**config.mk**
```make
export PLATFORM = sky130hd
export DESIGN_NAME = scl_wavegen
export DESIGN_NICKNAME = d
export VERILOG_FILES = /design/src/rtl/scl_wave_pkg.sv /design/src/rtl/scl_cfg_shadow.sv /design/src/rtl/scl_phase_len.sv /design/src/rtl/scl_phase_timer.sv /design/src/rtl/scl_wavegen.sv
export SDC_FILE = /design/constraint.sdc
export NUM_CORES = 1
export LEC_CHECK = 0
export ABC_AREA = 1
export BUFFER_PORTS_ARGS = -buffer_cell sky130_fd_sc_hd__buf_2
export CORE_ASPECT_RATIO = 0.5
export CORE_MARGIN = 5
export CORE_UTILIZATION = 50
export DETAILED_ROUTE_END_ITERATION = 8
export PLACE_DENSITY = 0.68
export SETUP_SLACK_MARGIN = 0.3
export SLEW_MARGIN = 10
export SYNTH_ARGS = -nofsm -noshare
export SYNTH_HDL_FRONTEND = slang
export SYNTH_HIERARCHICAL = 1
export SYNTH_SLANG_ARGS = --single-unit
```
**constraint.sdc**
```tcl
create_clock -name clk -period 4.7 [get_ports clk]
set_input_delay 0.94 -clock clk [delete_from_list [all_inputs] [get_ports clk]]
set_output_delay 0.94 -clock clk [all_outputs]
set_load 0.1 [all_outputs]
```
**src/rtl/scl_wave_pkg.sv**
```systemverilog
// Shared types for the SCL waveform generator.
// Assumes: nothing beyond the IEEE 1800-2017 language.
package scl_wave_pkg;
    typedef enum logic {
        PH_LOW  = 1'b0,
        PH_HIGH = 1'b1
    } scl_phase_e;
endpackage

```
**src/rtl/scl_cfg_shadow.sv**
```systemverilog
// Holds the copy of the waveform word that high phases use.
// Assumes: load is asserted only on a low-phase start edge.
module scl_cfg_shadow #(
    parameter int DIV_W = 8,
    parameter int EXP_W = 3
) (
    input  logic             clk,
    input  logic             rst_n,
    input  logic             load,
    input  logic [DIV_W-1:0] hi_div_in,
    input  logic [EXP_W-1:0] exp_in,
    output logic [DIV_W-1:0] hi_div_q,
    output logic [EXP_W-1:0] exp_q
);
    // Capture the high divider and exponent at each low-phase start
    always_ff @(posedge clk) begin
        if (!rst_n) begin
            hi_div_q <= '0;
            exp_q    <= '0;
        end else if (load) begin
            hi_div_q <= hi_div_in;
            exp_q    <= exp_in;
        end
    end
endmodule

```
**src/rtl/scl_phase_len.sv**
```systemverilog
// Works out the phase length (minus one) and the mid-point count value
// from a divider and a prescale exponent.
// Assumes: CNT_W holds the largest divider shifted by the largest exponent,
// plus the offset.
module scl_phase_len #(
    parameter int DIV_W  = 8,
    parameter int EXP_W  = 3,
    parameter bit LEGACY = 1'b0,
    parameter int CNT_W  = DIV_W + (1 << EXP_W)
) (
    input  logic [DIV_W-1:0] div,
    input  logic [EXP_W-1:0] expo,
    output logic [CNT_W-1:0] len_m1,
    output logic [CNT_W-1:0] mid_cnt
);
    localparam int OFFSET  = LEGACY ? 3 : 4;
    localparam int EXP_TOP = (1 << EXP_W) - 1;
    localparam int EXP_MAX = LEGACY ? ((EXP_TOP < 5) ? EXP_TOP : 5) : EXP_TOP;
    localparam logic [EXP_W-1:0] EXP_CAP = EXP_W'(EXP_MAX);

    logic [EXP_W-1:0] exp_eff;
    logic [CNT_W-1:0] len;

    // Limit the exponent only when the variant caps it below the field range
    generate
        if (EXP_MAX < EXP_TOP) begin : g_sat
            always_comb exp_eff = (expo > EXP_CAP) ? EXP_CAP : expo;
        end else begin : g_full
            always_comb exp_eff = expo;
        end
    endgenerate

    // Compute the length, the terminal count and the mid-point count
    always_comb begin
        len     = (CNT_W'(div) << exp_eff) + CNT_W'(OFFSET);
        len_m1  = len - CNT_W'(1);
        mid_cnt = len_m1 - (len >> 1);
    end
endmodule

```
**src/rtl/scl_phase_timer.sv**
```systemverilog
// Counts one SCL phase down. Drives the level request, the done pulse in
// the last cycle and the mid-point strobes.
// Assumes: a length of at least three cycles, so the mid-point and the end
// never fall in the same cycle.
module scl_phase_timer
    import scl_wave_pkg::*;
#(
    parameter int CNT_W = 16
) (
    input  logic             clk,
    input  logic             rst_n,
    input  logic             start,
    input  scl_phase_e       sel,
    input  logic [CNT_W-1:0] len_m1,
    input  logic [CNT_W-1:0] mid_cnt,
    output logic             done,
    output logic             level,
    output logic             samp_lo,
    output logic             samp_hi
);
    logic             active;
    logic [CNT_W-1:0] cnt;
    logic [CNT_W-1:0] mid_q;
    scl_phase_e       sel_q;
    logic             at_mid;

    // Load a phase on start, count it down, and keep the level request
    always_ff @(posedge clk) begin
        if (!rst_n) begin
            active <= 1'b0;
            cnt    <= '0;
            mid_q  <= '0;
            sel_q  <= PH_LOW;
            level  <= 1'b1;
        end else if (start) begin
            active <= 1'b1;
            cnt    <= len_m1;
            mid_q  <= mid_cnt;
            sel_q  <= sel;
            level  <= (sel == PH_HIGH);
        end else if (active) begin
            if (cnt == '0) active <= 1'b0;
            else           cnt    <= cnt - CNT_W'(1);
        end
    end

    // Decode the end of the phase and the mid-point
    always_comb begin
        done    = active && (cnt == '0);
        at_mid  = active && (cnt == mid_q);
        samp_hi = at_mid && (sel_q == PH_HIGH);
        samp_lo = at_mid && (sel_q == PH_LOW);
    end
endmodule

```
**src/rtl/scl_wavegen.sv**
```systemverilog
// SCL waveform generator top. Splits the config word into its fields, uses
// the live word for low phases and the shadow copy for high phases, and
// times the requested phase.
// Assumes: the engine pulses phase_start for one cycle per phase.
module scl_wavegen
    import scl_wave_pkg::*;
#(
    parameter int DIV_W  = 8,
    parameter int EXP_W  = 3,
    parameter bit LEGACY = 1'b0
) (
    input  logic                     clk,
    input  logic                     rst_n,
    input  logic [2*DIV_W+EXP_W-1:0] cfg_word,
    input  logic                     phase_start,
    input  logic                     phase_sel,
    output logic                     phase_done,
    output logic                     scl_level,
    output logic                     samp_lo,
    output logic                     samp_hi
);
    localparam int CNT_W = DIV_W + (1 << EXP_W);

    logic [DIV_W-1:0] cfg_lo, cfg_hi, sh_hi, div_pick;
    logic [EXP_W-1:0] cfg_exp, sh_exp, exp_pick;
    logic [CNT_W-1:0] len_m1, mid_cnt;
    scl_phase_e       sel_e;
    logic             low_start;

    // Split the word and pick the source for the requested phase
    always_comb begin
        cfg_lo    = cfg_word[DIV_W-1:0];
        cfg_hi    = cfg_word[2*DIV_W-1:DIV_W];
        cfg_exp   = cfg_word[2*DIV_W+EXP_W-1:2*DIV_W];
        sel_e     = scl_phase_e'(phase_sel);
        low_start = phase_start && (sel_e == PH_LOW);
        div_pick  = (sel_e == PH_LOW) ? cfg_lo  : sh_hi;
        exp_pick  = (sel_e == PH_LOW) ? cfg_exp : sh_exp;
    end

    scl_cfg_shadow #(.DIV_W(DIV_W), .EXP_W(EXP_W)) u_shadow (
        .clk       (clk),
        .rst_n     (rst_n),
        .load      (low_start),
        .hi_div_in (cfg_hi),
        .exp_in    (cfg_exp),
        .hi_div_q  (sh_hi),
        .exp_q     (sh_exp)
    );

    scl_phase_len #(.DIV_W(DIV_W), .EXP_W(EXP_W), .LEGACY(LEGACY), .CNT_W(CNT_W)) u_len (
        .div     (div_pick),
        .expo    (exp_pick),
        .len_m1  (len_m1),
        .mid_cnt (mid_cnt)
    );

    scl_phase_timer #(.CNT_W(CNT_W)) u_timer (
        .clk     (clk),
        .rst_n   (rst_n),
        .start   (phase_start),
        .sel     (sel_e),
        .len_m1  (len_m1),
        .mid_cnt (mid_cnt),
        .done    (phase_done),
        .level   (scl_level),
        .samp_lo (samp_lo),
        .samp_hi (samp_hi)
    );
endmodule

```
==> run_results.csv <==
group,metric,value,unit
clock_network,clockRootBuffer,"clkbuf_16",
setup_path,crit_top_cell,"nand2_1",
logic_synthesis,yosysMostFrequentCell,"nand2_1",
pwr,p_leak,2.61,nW
clock_network,cts_buffers,5,
floorplanning,dieHeight,77.7,um
floorplanning,die_area,11300,um^2
timing,final-max-slew-violation-count,0,
place,dp_slack,0.0913,ns
timing,finalSetupViolCount,0,
logic_synthesis,synth_edf_count,0,
clock_network,path_clk_slew,0.07,ns
cells_and_area,n_antenna_cell,0,
logic_synthesis,synthesis.instances,756,
logic_synthesis,synth_area,4580,um^2
logic_synthesis,ys_seq_area_frac,0.201,
logic_synthesis,synth_area_leaders,"dfxtp_1 20%, nand2_1 20%, nor2_1 8.7%",
pwr,finalPower,1.67,mW
pwr,ir_drop,152,uV
setup_path,cpLargestDelayFamily,"simple AND/OR/NAND/NOR gates",
place,place.gp.congestion,0.873,
status,status,"finished clean",
logic_synthesis,synthTopCellsByCount,"244 x nand2_1, 106 x nor2_1, 69 x inv_1, 64 x nand3_1, 46 x dfxtp_1",
clock_network,cts_tree,"done",
cells_and_area,drive_gt1_frac,0.184,
timing,fin_setup_tns,0,ns
timing,hold_violations,0,
logic_synthesis,synth_top_cell_by_area,"dfxtp_1",
drt,wl_per_cell,12.3,um
place,port_buffers,26,
setup_path,crit_fanout,8,
drt,via_per_inst,4.97,
run,maxCapViolations,0,
cells_and_area,fin_nets,831,
timing,fin_crit,4.10,ns
logic_synthesis,syn-num-nets,798,
setup_path,crit_required,4.89,ns
global_route,grtUsageTotal,0.195,
logic_synthesis,synthFlopType,"dfxtp_1",
drt,routed_wl,11200,um
setup_path,endpoint_kind,"flop",
timing,skew,0.00463,ns
setup_path,slowest_delay,0.35,ns
setup_path,cp_num_buf_inv,5,
floorplanning,row_count,24,
global_route,overflow,0,
clock_network,cts.path.max_buffers,2,
drt,dr.pass1.iters,5,
drt,drtIter0Drc,210,
global_route,grt_pass1_wl,18500,um
clock_network,cts.sink_count,46,
timing,worstMarginPinSlew,0.649,ns
floorplanning,initial_utilization,0.518,
cells_and_area,postLayoutCoreUtil,0.572,
setup_path,crit_arrival,4.28,ns
timing,relSlewSlack,0.567,
floorplanning,core_region_area,8830,um^2
clock_network,clock_latency,0.29,ns
place,place_hpwl,8860,um
logic_synthesis,postSynth.asyncResetShare,0,
setup_path,critPathKind,"in -> reg",
cells_and_area,synthToLayoutAreaGrowth,10.3,%
setup_path,start_kind,"input port",
timing,rsz0062_at_grt,"false",
drt,vias,4510,
clock_network,htreeDepth,2,
worst_hold_path,hold_class,"reg -> reg",
cells_and_area,fillers,925,
timing,post-route-period-util,0.872,
logic_synthesis,avgSynthCellArea,6.05,um^2
timing,worst_slack,0.602,ns
logic_synthesis,netlist.area_leader.share,0.201,
timing,fmax,244,MHz
floorplanning,num_io_pins,27,
pwr,powerDensity,330,nW/um^2
setup_path,crit_slowest_cell,"ha_1",
global_route,grt_pass1_vias,4003,
logic_synthesis,netlist-cell-type-count,43,
floorplanning,die_x,145,um
drt,drc_errors,0,
global_route,grt_max_degree,38,
drt,drt.antenna.violating_nets,0,
global_route,antenna_found_initial,0,
logic_synthesis,ys_ff_latch,46,
logic_synthesis,yosys_warnings,6,
[power breakdown]
part	switching, mW	total (mW)	internal [mW]
sequential	0.0466	0.485	0.438
clock	0.164	0.361	0.198
combinational	0.514	0.822	0.308
total	0.724	1.67	0.944
[cell usage in the layout (no fill, tap or decap), drive strengths merged, types with 7 or more instances in the layout]
cell      n
a21oi    20
buf      45
clkbuf    7
dfxtp    46
ha       18
inv      80
nand2   277
nand3    74
nand4     8
nor2    127
o21ai    36
xnor2    11
xor2     19
[logic make-up after synthesis]
| group | share of synthesized area |
|---|---|
| adders and majority gates | 0.0536 |
| muxes | 0.00219 |
| AOI/OAI and AO/OA | 0.0831 |
| DFF | 0.201 |
| buffers and inverters | 0.0965 |
| xor gates and xnor gates | 0.0574 |
| and+or+nand+nor | 0.505 |
| other | 0.000819 |
[final cells by class]
cell class / instances / area (um^2) / share of cell area
Timing Repair Buffer: 46 / 283 / 0.0560
Multi-Input combinational cell: 610 / 3250 / 0.643
Clock inverter: 2 / 13.8 / 0.00273
Sequential cell: 46 / 921 / 0.182
Clock buffer: 6 / 129 / 0.0255
Inverter: 80 / 310 / 0.0615
Tap cell: 117 / 146 / 0.0290
[metal layers]
metal  vias to the layer above  share of wire  global-route usage
met5                         -              0                   0
met4                         0          0.014              0.0410
met3                        14          0.040              0.0367
met2                        81           0.43               0.327
met1                      1967           0.51               0.264
li1                       2448              -                   -
[metrics by stage]
step,area (um^2),cells,hold WS (ns)
after floorplan,4580,756,0.449
after global placement,4870,898,0.434
after detailed placement,4870,898,0.440
after CTS,5010,906,0.457
after global routing,5050,907,0.487
final,5050,907,0.455
[flip-flops by register name, summed over array words and instances (netlist names)]
signal             cells
u_shadow/hi_div_q      8
u_timer/active         1
u_timer/level          1
u_shadow/exp_q         3
u_timer/cnt           16
u_timer/sel_q          1
u_timer/mid_q         16
[final timing paths]
check	from	to	slack [ns]	depth (start not counted)
hold / removal	u_timer/level	u_timer/level	0.45	2
hold reg to reg	u_timer/level	u_timer/level	0.45	2
setup / recovery	phase_sel	u_timer/mid_q[12]	0.60	27
setup reg to reg	u_shadow/exp_q[0]	u_timer/mid_q[12]	1.19	26
[tightest hold or removal path, delay by kind of cell, from the launching register on]
| family | cells | cell delay (ns) |
|---|---|---|
| and+or+nand+nor | 2 | 0.10 |
| DFF | 1 | 0.32 |
[repair_timing]
action / CTS / global route
resized for setup: 0 / 9
endpoints found under the setup margin: 0 / 6
setup buffers: 0 / 1
hold buffers: 0 / 0
Note: power is estimated with default switching activity, not from simulation.
